## config.mk

```make
export PLATFORM = sky130hd
export DESIGN_NAME = sld_driver
export DESIGN_NICKNAME = d
export VERILOG_FILES = /design/src/rtl/sld_pkg.sv /design/src/rtl/sld_shift.sv /design/src/rtl/sld_hold.sv /design/src/rtl/sld_bank_gate.sv /design/src/rtl/sld_driver.sv
export SDC_FILE = /design/constraint.sdc
export NUM_CORES = 1
export LEC_CHECK = 0
export BUFFER_PORTS_ARGS = -buffer_cell sky130_fd_sc_hd__buf_4
export CAP_MARGIN = 15
export CORE_MARGIN = 3
export CORE_UTILIZATION = 30
export DETAILED_ROUTE_END_ITERATION = 8
export PLACE_DENSITY_LB_ADDON = 0.15
export SYNTH_ARGS = -nofsm -noshare
export SYNTH_HDL_FRONTEND = slang
export SYNTH_SLANG_ARGS = --single-unit
```

## constraint.sdc

```tcl
create_clock -name clk -period 1.7 [get_ports clk]
set_clock_uncertainty 0.05 [all_clocks]
set_input_delay 0.34 -clock clk [delete_from_list [all_inputs] [get_ports clk]]
set_output_delay 0.34 -clock clk [all_outputs]
set_load 0.05 [all_outputs]
```

## src/rtl/sld_pkg.sv

```systemverilog
package sld_pkg;

    localparam int DEF_WIDTH = 64;
    localparam int DEF_BANKS = 2;

    // Strobe level at which the holding register is open
    typedef enum logic {
        OPEN_ON_LOW  = 1'b0,
        OPEN_ON_HIGH = 1'b1
    } open_lvl_e;

    // Per-bank enable pair
    typedef struct packed {
        logic en_n;
        logic en;
    } bank_ctl_t;

    function automatic logic hold_is_open(open_lvl_e lvl, logic strobe);
        return strobe == logic'(lvl);
    endfunction

    function automatic logic bank_drives(bank_ctl_t c);
        return !c.en_n && c.en;
    endfunction

endpackage

```

## src/rtl/sld_shift.sv

```systemverilog
module sld_shift #(
    parameter int WIDTH = sld_pkg::DEF_WIDTH
) (
    input  logic             clk,
    input  logic             rst,
    input  logic             shift_en,
    input  logic             ser_in,
    output logic [WIDTH-1:0] stages
);
    logic [WIDTH-1:0] stages_q;

    always_ff @(posedge clk) begin
        if (rst) begin
            stages_q <= '0;
        end else if (shift_en) begin
            stages_q <= {stages_q[WIDTH-2:0], ser_in};
        end
    end

    assign stages = stages_q;
endmodule

```

## src/rtl/sld_hold.sv

```systemverilog
module sld_hold #(
    parameter int WIDTH = sld_pkg::DEF_WIDTH
) (
    input  logic             clk,
    input  logic             rst,
    input  logic             strobe,
    input  logic             pol,
    input  logic [WIDTH-1:0] d,
    output logic [WIDTH-1:0] q
);
    import sld_pkg::*;

    logic [WIDTH-1:0] q_r;
    logic             open_w;
    open_lvl_e        lvl;

    assign lvl    = open_lvl_e'(pol);
    assign open_w = hold_is_open(lvl, strobe);

    always_ff @(posedge clk) begin
        if (rst) begin
            q_r <= '0;
        end else if (open_w) begin
            q_r <= d;
        end
    end

    assign q = q_r;
endmodule

```

## src/rtl/sld_bank_gate.sv

```systemverilog
module sld_bank_gate #(
    parameter int WIDTH = sld_pkg::DEF_WIDTH,
    parameter int BANKS = sld_pkg::DEF_BANKS
) (
    input  logic [WIDTH-1:0] held,
    input  logic [BANKS-1:0] en_n,
    input  logic [BANKS-1:0] en,
    output logic [WIDTH-1:0] pull_low
);
    import sld_pkg::*;

    localparam int BANK_W = WIDTH / BANKS;

    for (genvar b = 0; b < BANKS; b++) begin : g_bank
        bank_ctl_t ctl;
        logic      drive;
        assign ctl.en_n = en_n[b];
        assign ctl.en   = en[b];
        assign drive    = bank_drives(ctl);
        assign pull_low[b*BANK_W +: BANK_W] =
            held[b*BANK_W +: BANK_W] & {BANK_W{drive}};
    end
endmodule

```

## src/rtl/sld_driver.sv

```systemverilog
module sld_driver #(
    parameter int WIDTH = sld_pkg::DEF_WIDTH,
    parameter int BANKS = sld_pkg::DEF_BANKS
) (
    input  logic             clk,
    input  logic             rst,
    input  logic             shift_en,
    input  logic             ser_in,
    output logic             ser_out,
    input  logic             latch_strobe,
    input  logic             latch_pol,
    input  logic [BANKS-1:0] bank_en_n,
    input  logic [BANKS-1:0] bank_en,
    output logic [WIDTH-1:0] pull_low
);
    localparam int LAST = WIDTH - 1;

    logic [WIDTH-1:0] sr_q;
    logic [WIDTH-1:0] lat_q;

    sld_shift #(.WIDTH(WIDTH)) u_shift (
        .clk      (clk),
        .rst      (rst),
        .shift_en (shift_en),
        .ser_in   (ser_in),
        .stages   (sr_q)
    );

    sld_hold #(.WIDTH(WIDTH)) u_hold (
        .clk    (clk),
        .rst    (rst),
        .strobe (latch_strobe),
        .pol    (latch_pol),
        .d      (sr_q),
        .q      (lat_q)
    );

    sld_bank_gate #(.WIDTH(WIDTH), .BANKS(BANKS)) u_gate (
        .held     (lat_q),
        .en_n     (bank_en_n),
        .en       (bank_en),
        .pull_low (pull_low)
    );

    assign ser_out = sr_q[LAST];
endmodule

```

; After elaboration in Yosys (flattened, before gate mapping)
; Index checks and enable logic that the tools add are counted.
[word_totals]
ff_bits = 128
latch_bits = 0
ramBits = 0
romBits = 0
inputBits = 10
out_inout_bits = 65
elab_cells = 9
n_memories = 0
[classes]
add_sub_neg = 0
multipliers = 0
div = 0
order_cmp = 0
eq_ne = 1
shifts = 0
muxes = 0
bitwise_logic = 2
reduce_logical = 4
[ops]
columns = operator, n
row1 = 32-bit bitwise AND, 2
row2 = 1-bit logical AND, 2
row3 = 1-bit zero test, 2
row4 = 1-bit == test, 1

; Longest topological paths before layout
; Gate-level depths: netlist of the first run.
[logic_depth]
depth_word = 3
depth_mapped = 4
depth_no_buf = 2

; Hierarchy
; Synthesis of the first run repeated with hierarchy kept, for this count alone.
[hier_totals]
hier_cells = 559
area_unflattened_um2 = 5899.4
[by_module_without_submodules]
columns = module, n_inst, cells_per_inst, area_per_inst_um2, seq_area_each_um2
row1 = sld_hold, 1, 277, 2892.8, 1281.2
row2 = sld_shift, 1, 206, 2290.9, 1281.2
row3 = sld_bank_gate, 1, 76, 715.7, 0.0

; Worst setup path after synthesis of the first run
; Ideal clock, no wire load.
[synth_timing]
path_type = input-to-output
startpoint = input port bank_en[0]
endpoint = output port pull_low[0]
arrival_time_ns = 1.213
required_time_ns = 1.310
path_slack_ns = 0.097
path_stages = 3
n_path_buf = 1
path_cell_list = nor2b_1 > clkbuf_1 > and2_1
[synth_between]
elab_chain_cells = 2
[synth_lines]
columns = element, line
row1 = "start, declared", sld_driver.sv:13  ; input logic [BANKS-1:0] bank_en,
row2 = 1-bit logical AND, sld_pkg.sv:23  ; return !c.en_n && c.en;
row3 = 32-bit bitwise AND, sld_bank_gate.sv:21  ; held[b*BANK_W +: BANK_W] & {BANK_W{drive}};
row4 = "end, declared", sld_driver.sv:14  ; output logic [WIDTH-1:0] pull_low
; Every way passes these cells.

; Worst setup path in the final report of the first run
[layout_timing]
startpoint = input port bank_en_n[1]
endpoint = output port pull_low[57]
[layout_between]
elab_chain_cells = 3
[layout_lines]
columns = element, line
row1 = "start, declared", sld_driver.sv:12  ; input logic [BANKS-1:0] bank_en_n,
row2 = 1-bit zero test, sld_pkg.sv:23
row3 = 1-bit logical AND, sld_pkg.sv:23
row4 = 32-bit bitwise AND, sld_bank_gate.sv:21
; Every way passes these cells.

==> reports/metrics.csv, run 1 <==
stage;metric;value;unit
place;worst slack at placement;124;ps
sta;Max Transition Viols Final;0;
yosys;area leader, netlist;dfxtp_1;
sta;Worst-Margin Slew;295;ps
place;DP Wirelength;6490;um
global_route;first-pass GRT wire length;17900;um
worst_setup_path;crit path kind;in2out;
yosys;register area share after synthesis;0.461;
routing;Post-Route WL;10300;um
place;port bufs;74;
global_route;pin count of the biggest net entering global routing;71;
worst_setup_path;critical path arrival;1160;ps
cts;clock slew at reported path FFs;60;ps
worst_setup_path;Worst Path Max Fanout;32;
place;GPL Wtd Cong;0.700;
yosys;Synth area leaders;dfxtp_1, mux2i_1, nand2b_1, and2_1, nor2_1;
routing;Vias per Instance;4.23;
power;Pleak;3.00;nW
sta;Final Cycle Share;0.912;
cts;# Post-CTS Setup Buffers;0;
floorplan;# IOs;75;
yosys;Net Count, Synth;565;
floorplan;die area;20200;um2
sta;RSZ-0062 raised after global routing;false;
yosys;Yosys Warn Count;0;
floorplan;Die Ht;142;um
finish;Area growth syn-to-layout;26.0;%
cts;CTS root buf;clkbuf_16;
sta;Setup WS post-layout;149;ps
sta;min cycle time layout;1550;ps
routing;DRC;0;
hold_path;hold crit path type;in2reg;
cts;hold_buf cts;0;
finish;final net count;630;
global_route;vias in the first global route;3669;
yosys;Avg Inst Size Synth;10.0;um2
sta;final hold vios;0;
routing;antenna-violating nets left;0;
yosys;Netlist cell types;10;
power;P per Cell Area;1050;nW/um2
finish;post-layout util;0.387;
sta;Max-slew headroom;0.804;
routing;initial detailed-routing violation count;167;
routing;1st-pass router iterations;4;
sta;final setup fails;0;
yosys;Yosys reg bits;128;
floorplan;Rows;49;
yosys;EDFF count, synth;0;
cts;CTS tree;done;
routing;Vias;3645;
yosys;main flop type after synthesis;dfxtp_1;
sta;Achievable Freq;645;MHz
cts;Clock Latency Late Sink;400;ps
place;# placed instances;830;
worst_setup_path;Worst Path Required;1310;ps
global_route;GRT Total Usage;0.109;
global_route;antenna violations before repair;0;
power;VDD IR max;0.629;mV
global_route;GRT overflow;0;
job;maxcap violations;0;
cts;H-tree depth;4;
finish;Final Non-Filler Cells;862;
cts;Num CTS Buffers;17;
floorplan;CORE AREA;18100;um2
yosys;top cell type's share of synthesized area;0.461;
yosys;list of most frequent post-synthesis cells;dfxtp_1, mux2i_1, nand2b_1;
routing;routed length per instance;11.9;um
sta;total negative slack;0;ps
cts;CTS Buffer Depth;2;
floorplan;die width;142;um
power;Final Power;7.37;mW
yosys;Synth Instances;555;
worst_setup_path;CP endpoint kind;output pin;
worst_setup_path;critical path startpoint category;input port;
outcome;outcome;finished, final reports clean;
yosys;Synth Cell Area;5560;um2
floorplan;Initial Utilization;0.307;
finish;diodes inserted;0;
cts;clock sink count;128;
finish;share of cells above drive strength 1;0.186;
yosys;async set-reset flop share out of synthesis;0;
cts;CTS resizes;0;
==> cells in the final DEF (no fill, tap or decap) <==
| master | instances |
|---|---|
| bufinv_16 | 5 |
| clkbuf_16 | 17 |
| and2_1 | 64 |
| xnor2_4 | 1 |
| clkinv_2 | 4 |
| clkinvlp_4 | 2 |
| mux2i_1 | 128 |
| clkbuf_1 | 2 |
| nor2b_2 | 1 |
| clkbuf_8 | 2 |
| nand2b_1 | 128 |
| dfxtp_1 | 128 |
| buf_12 | 8 |
| nor2_1 | 64 |
| nor2b_1 | 1 |
| buf_4 | 78 |
==> worst max-delay path, cell delays in order <==
cell	delay, ps
buf_4	110
nor2b_2	140
buf_12	180
and2_1	170
buf_4	200
==> stage by stage <==
stage / area (um2) / hold WS [ps]
2_1_floorplan: 5560 / 394
3_3_place_gp: 6360 / 404
3_5_place_dp: 6360 / 406
4_1_cts: 7010 / 109
5_1_grt: 7010 / 132
6_report: 7010 / 131
==> worst paths after layout <==
path                       from                end  slack [ps]  cells past startpoint
max reg2reg  u_shift.stages[63]       u_hold.q[63]        1010                      2
min                      ser_in  u_shift.stages[0]         130                      3
min reg2reg        u_hold.q[16]       u_hold.q[16]         410                      2
max                bank_en_n[1]       pull_low[57]         150                      5
==> power breakdown <==
part,internal (mW),leakage [nW],switching (mW)
sequential,3.01,1.03,0.00360
clock,2.67,0.313,1.29
combinational,0.201,1.66,0.209
total,5.88,3.00,1.50
==> layout make-up <==
type	count	area, um2
Tap cell	229	287
Fill cell	1783	11100
Multi-Input combinational cell	387	2770
Clock buffer	21	460
Sequential cell	128	2560
Timing Repair Buffer	86	746
Clock inverter	11	185
==> state kept, by name, summed over array words and instances, names as in the netlist <==
| signal | flops |
|---|---|
| u_hold.q | 64 |
| u_shift.stages | 64 |
==> logic make-up (layout without fill, tap and decap cells) <==
| group | Yosys count | in the layout | synth area share |
|---|---|---|---|
| XOR/XNOR | 1 | 1 | 0.00495 |
| AND/OR/NAND/NOR | 258 | 258 | 0.261 |
| buffers and inverters | 40 | 118 | 0.0423 |
| flip-flops | 128 | 128 | 0.461 |
| multiplexers | 128 | 128 | 0.230 |
==> routing by layer <==
metal / global-route usage / up-vias / wire length [um]
li1: - / 1924 / -
met1: 0.136 / 1663 / 5000
met2: 0.172 / 44 / 4710
met3: 0.0333 / 14 / 318
met4: 0.0515 / 0 / 226
met5: 0 / - / 0
(Power assumes the default switching activity.)
==> run 2, diff against run 1 <==
BUFFER_PORTS_ARGS = unset   (was -buffer_cell sky130_fd_sc_hd__buf_4)
CTS_CLUSTER_DIAMETER = 50   (was unset)
DONT_BUFFER_PORTS = 1   (was unset)
RECOVER_POWER = 50   (was unset)
==> reports/metrics.csv, run 2 (synthesized netlist as in run 1, its figures left out) <==
stage;metric;value;unit;change
sta;min cycle time layout;1490;ps;-58.9 ps
cts;CTS Buffer Depth;2;;unchanged
sta;Final Cycle Share;0.878;;-0.0347
hold_path;HP Start;ser_in;;
power;Pleak;3.05;nW;+1.4%
routing;wl on met1;4790;um;-4.1%
power;Clock power frac;0.525;;-0.011
global_route;GRT Total Usage;0.112;;+0.00277
routing;Vias;3637;;-0.22%
worst_setup_path;Worst Path Required;1310;ps;about the same
worst_setup_path;highest-delay cell along the critical path;and2_1;;
floorplan;Initial Utilization;0.307;;unchanged
floorplan;Rows;49;;unchanged
global_route;antenna violations before repair;0;;unchanged
finish;share of cells above drive strength 1;0.164;;-0.0227
global_route;GRT overflow;0;;unchanged
cts;clock slew at reported path FFs;50;ps;about the same
sta;final setup fails;0;;unchanged
cts;H-tree depth;4;;unchanged
routing;DR top layer;met4;;
cts;CTS resizes;0;;unchanged
routing;antenna-violating nets left;0;;unchanged
sta;final hold vios;0;;unchanged
power;internal power;5.52;mW;-6.0%
place;GPL Wtd Cong;0.663;;-5.3%
floorplan;CORE AREA;18100;um2;unchanged
power;part of the power in registers;0.434;;+0.026
worst_setup_path;CP endpoint kind;output pin;;
sta;Achievable Freq;670;MHz;+3.9%
power;P per Cell Area;919;nW/um2;-13%
sta;Max-slew headroom;0.416;;-0.387
power;Switching Fraction;0.203;;about the same
worst_setup_path;Critical R2R Capture;u_shift.stages[10];;
cts;Clock Latency Late Sink;410;ps;about the same
cts;Num CTS Buffers;17;;unchanged
sta;Max Transition Viols Final;0;;unchanged
global_route;pin count of the biggest net entering global routing;131;;+85%
hold_path;Hold EP;u_shift.stages[0];;
worst_setup_path;Crit path largest cell delay;240;ps;+40 ps
worst_setup_path;critical path arrival;1100;ps;-60 ps
finish;diodes inserted;0;;unchanged
routing;1st-pass router iterations;4;;unchanged
worst_setup_path;reg2reg setup slack;500;ps;-510 ps
place;Placed Instance Area;6960;um2;+9.4%
floorplan;# IOs;75;;unchanged
cts;CTS root buf;clkbuf_16;;
power;Comb pwr share;0.041;;-0.015
floorplan;die area;20200;um2;unchanged
sta;RSZ-0062 raised after global routing;false;;
finish;Post-Layout Inst Area;7540;um2;+7.7%
finish;final net count;615;;-2.4%
routing;DRC;0;;unchanged
outcome;outcome;finished, final reports clean;;
worst_setup_path;Worst Path Max Fanout;21;;-34%
worst_setup_path;critical path startpoint category;input port;;
hold_path;hold path cells;2;;-1
place;DP Wirelength;6270;um;-3.4%
routing;routed length per instance;12.4;um;+4.2%
cts;clock sink count;128;;unchanged
worst_setup_path;Worst Reg-to-Reg Cells;3;;+1
hold_path;hold crit path type;in2reg;;
worst_setup_path;crit path kind;in2out;;
global_route;vias in the first global route;3667;;-0.055%
power;Net Sw Power;1.41;mW;-6.1%
floorplan;die width;142;um;unchanged
global_route;first-pass GRT wire length;18100;um;+1.6%
routing;Vias per Instance;4.30;;+1.7%
power;VDD IR max;0.681;mV;+8.2%
finish;post-layout util;0.417;;+0.0298
sta;total negative slack;0;ps;unchanged
finish;Area growth syn-to-layout;35.7;%;
cts;CTS tree;done;;
finish;most frequent cells in the layout;mux2i_1, nand2b_1, dfxtp_1;;
place;port bufs;0;;-100%
sta;Worst-Margin Slew;876;ps;+581 ps
routing;Post-Route WL;10500;um;+2.2%
worst_setup_path;r2r startpoint;u_shift.stages[9];;
floorplan;Die Ht;142;um;unchanged
routing;initial detailed-routing violation count;129;;-23%
job;maxcap violations;0;;unchanged
worst_setup_path;CP Cell Sequence;nor2b_2 > buf_4 > and2_1 > buf_12;;
routing;met3 wire len;290;um;-8.8%
routing;WL met2;5220;um;+11%
-- run 2: cell count changes in the layout (fill, tap and decap cells not counted), sizes merged --
cell,delta
buf,-18
clkinv,+2
dlygate4sd3,+1
clkbuf,+1
bufinv,-2
-- run 2: cell type report --
class,count,area (um2)
clock inverter,11,139
multi-input combinational,387,2750
sequential,128,2560
timing repair buffer,71,1350
fill,1730,10500
clock buffer,20,457
tap,229,287
-- run 2: worst max path at each step --
stage,startpoint,endpoint,slack (ps)
6_report,bank_en[1],pull_low[63],210
5_1_grt,bank_en[1],pull_low[63],120
4_1_cts,u_hold.q[63],pull_low[63],170
3_5_place_dp,bank_en[1],pull_low[63],170
3_3_place_gp,bank_en[1],pull_low[63],180
2_1_floorplan,bank_en[0],pull_low[0],100
-- run 2: stage by stage --
| step | setup slack (ps) | hold slack [ps] | power (mW) | instances |
|---|---|---|---|---|
| floorplan | 96.6 | 394 | 3.41 | 555 |
| global placement | 176 | 383 | 3.34 | 813 |
| detailed placement | 172 | 387 | 3.35 | 813 |
| CTS | 168 | 16.7 | 7.06 | 846 |
| finish | 208 | 40.6 | 6.93 | 846 |
| global route | 115 | 40.5 | 7.21 | 846 |
-- run 2: power by group through the flow --
stage / clock network [mW] / logic, mW / registers [mW]
final: 3.64 / 0.281 / 3.01
after global routing: 3.90 / 0.303 / 3.01
after CTS: 3.75 / 0.304 / 3.01
after detailed placement: 0 / 0.271 / 3.07
after global placement: 0 / 0.269 / 3.07
after floorplan: 0 / 0.340 / 3.07
-- run 2: critical path: cells and delay by family --
family	cells	cell delay, ps
and+or+nand+nor	2	370
buffers and inverters	2	390
-- run 2: repair_timing --
| item | 4_1_cts | 5_1_grt |
|---|---|---|
| setup buffers | 0 | 0 |
| hold buffers | 2 | 0 |
| endpoints found under the hold margin | 64 | 0 |
-- run 2: per-layer routing --
metal  vias up  global-route usage
li1       1893                   -
met1      1690               0.135
met2        42               0.186
met3        12              0.0329
met4         0              0.0470
met5         -                   0
==> run 3, diff against run 2 <==
GPL_TIMING_DRIVEN = 0   (was unset)
PLACE_DENSITY = 0.54   (was unset)
PLACE_DENSITY_LB_ADDON = unset   (was 0.15)
REMOVE_ABC_BUFFERS = 1   (was unset)
==> reports/metrics.csv, run 3 (synthesized netlist as in run 1, its figures left out) <==
stage;metric;value;unit;change
sta;final hold vios;0;;unchanged
hold_path;hold crit path type;in2reg;;
place;GPL Wtd Cong;0.675;;+1.9%
worst_setup_path;Worst Setup SP;bank_en[1];;
cts;CTS root buf;clkbuf_16;;
finish;most frequent cells in the layout;mux2i_1, nand2b_1, dfxtp_1, nor2_1, and2_2;;
worst_setup_path;r2r startpoint;u_shift.stages[63];;
finish;share of cells above drive strength 1;0.128;;-0.0355
routing;antenna-violating nets left;0;;unchanged
routing;initial detailed-routing violation count;119;;-7.8%
power;VDD IR max;0.613;mV;-9.9%
sta;min cycle time layout;1590;ps;+93.6 ps
worst_setup_path;Worst Path Required;1310;ps;about the same
worst_setup_path;CP Cell Sequence;nor2b_4 > buf_6 > and2_2;;
global_route;antenna violations before repair;0;;unchanged
place;port bufs;0;;unchanged
routing;routed length per instance;13.0;um;+4.6%
cts;Num CTS Buffers;17;;unchanged
floorplan;# IOs;75;;unchanged
routing;Vias;3438;;-5.5%
sta;final setup fails;0;;unchanged
routing;Vias per Instance;4.39;;+2.1%
worst_setup_path;highest-delay cell along the critical path;and2_2;;
global_route;pin count of the biggest net entering global routing;131;;unchanged
floorplan;die area;20200;um2;unchanged
finish;post-layout util;0.354;;-0.0630
floorplan;Die Ht;142;um;unchanged
cts;CTS tree;done;;
finish;Final Non-Filler Cells;783;;-7.4%
job;maxcap violations;0;;unchanged
sta;Setup WS post-layout;114;ps;-93.6 ps
power;Pleak;2.60;nW;-15%
worst_setup_path;top cell family by delay on the critical path;simple AND/OR/NAND/NOR gates;;
routing;1st-pass router iterations;4;;unchanged
cts;# Post-CTS Setup Buffers;0;;unchanged
sta;hold_ws;51.6;ps;+10.9 ps
worst_setup_path;crit path kind;in2out;;
sta;RSZ-0062 raised after global routing;false;;
cts;CTS Buffer Depth;2;;unchanged
sta;Max Transition Viols Final;0;;unchanged
global_route;GRT overflow;0;;unchanged
floorplan;Initial Utilization;0.307;;unchanged
finish;diodes inserted;0;;unchanged
cts;H-tree depth;4;;unchanged
place;worst slack at placement;-331;ps;-503 ps
place;Placed Instance Area;5700;um2;-18%
floorplan;Rows;49;;unchanged
global_route;first-pass GRT wire length;17300;um;-4.9%
power;P per Cell Area;1130;nW/um2;+23%
worst_setup_path;Crit path largest cell delay;330;ps;+90 ps
sta;Final Cycle Share;0.933;;+0.0550
worst_setup_path;Critical path buffers and inverters;1;;-1
place;DP Wirelength;5690;um;-9.2%
floorplan;die width;142;um;unchanged
worst_setup_path;critical path startpoint category;input port;;
sta;Max-slew headroom;0.540;;+0.123
finish;Post-Layout Inst Area;6410;um2;-15%
cts;Clock Latency Late Sink;400;ps;about the same
worst_setup_path;Worst Path Max Fanout;19;;-9.5%
finish;final net count;551;;-10%
sta;total negative slack;0;ps;unchanged
worst_setup_path;critical path arrival;1200;ps;+100 ps
hold_path;HP Start;ser_in;;
finish;Area growth syn-to-layout;15.2;%;
outcome;outcome;finished, final reports clean;;
sta;Worst-Margin Slew;690;ps;-185 ps
routing;DRC;0;;unchanged
global_route;GRT Total Usage;0.106;;-0.00538
place;# placed instances;749;;-7.9%
power;Final Power;7.22;mW;+4.1%
floorplan;CORE AREA;18100;um2;unchanged
worst_setup_path;CP endpoint kind;output pin;;
cts;clock slew at reported path FFs;50;ps;about the same
cts;clock sink count;128;;unchanged
routing;Post-Route WL;10100;um;-3.2%
global_route;vias in the first global route;3469;;-5.4%
sta;Achievable Freq;631;MHz;-5.9%
-- run 3: cell types whose count changed in the layout (fill, tap and decap cells not counted), sizes merged --
cell      delta
buf         -63
clkbuf       +7
bufinv       +1
clkinv       -6
clkinvlp     -2
-- run 3: repair_timing --
action                                  CTS  global route
endpoints found under the setup margin   54            32
resized for setup                        37             1
hold buffers                              2             0
pin swaps                                 0             0
hold endpoints to repair                 64             0
-- run 3: cell type report --
class                      instances  area (um2)
tap                              229         287
multi-input combinational        387        2810
fill                            1800       11700
timing repair buffer               7         109
clock inverter                     4         120
clock buffer                      28         517
sequential                       128        2560
-- run 3: routing by layer --
layer | track usage | up-vias | part of all wire
met4 | 0.0379 | 0 | 0.012
met5 | 0 | - | 0
met1 | 0.134 | 1613 | 0.50
met3 | 0.0410 | 11 | 0.045
met2 | 0.166 | 55 | 0.44
li1 | - | 1759 | -
-- run 3: final timing paths --
check	endpoint	slack (ps)	depth (start not counted)
max	pull_low[32]	110	3
min	u_shift.stages[0]	50	2
max reg2reg	u_shift.stages[63]	150	3
min reg2reg	u_hold.q[14]	420	2
-- run 3: power breakdown --
| part | switching (mW) | internal [mW] | total [mW] |
|---|---|---|---|
| Sequential | 0.00307 | 3.01 | 3.01 |
| Combinational | 0.134 | 0.167 | 0.301 |
| Clock | 1.25 | 2.66 | 3.91 |
| Total | 1.39 | 5.83 | 7.22 |
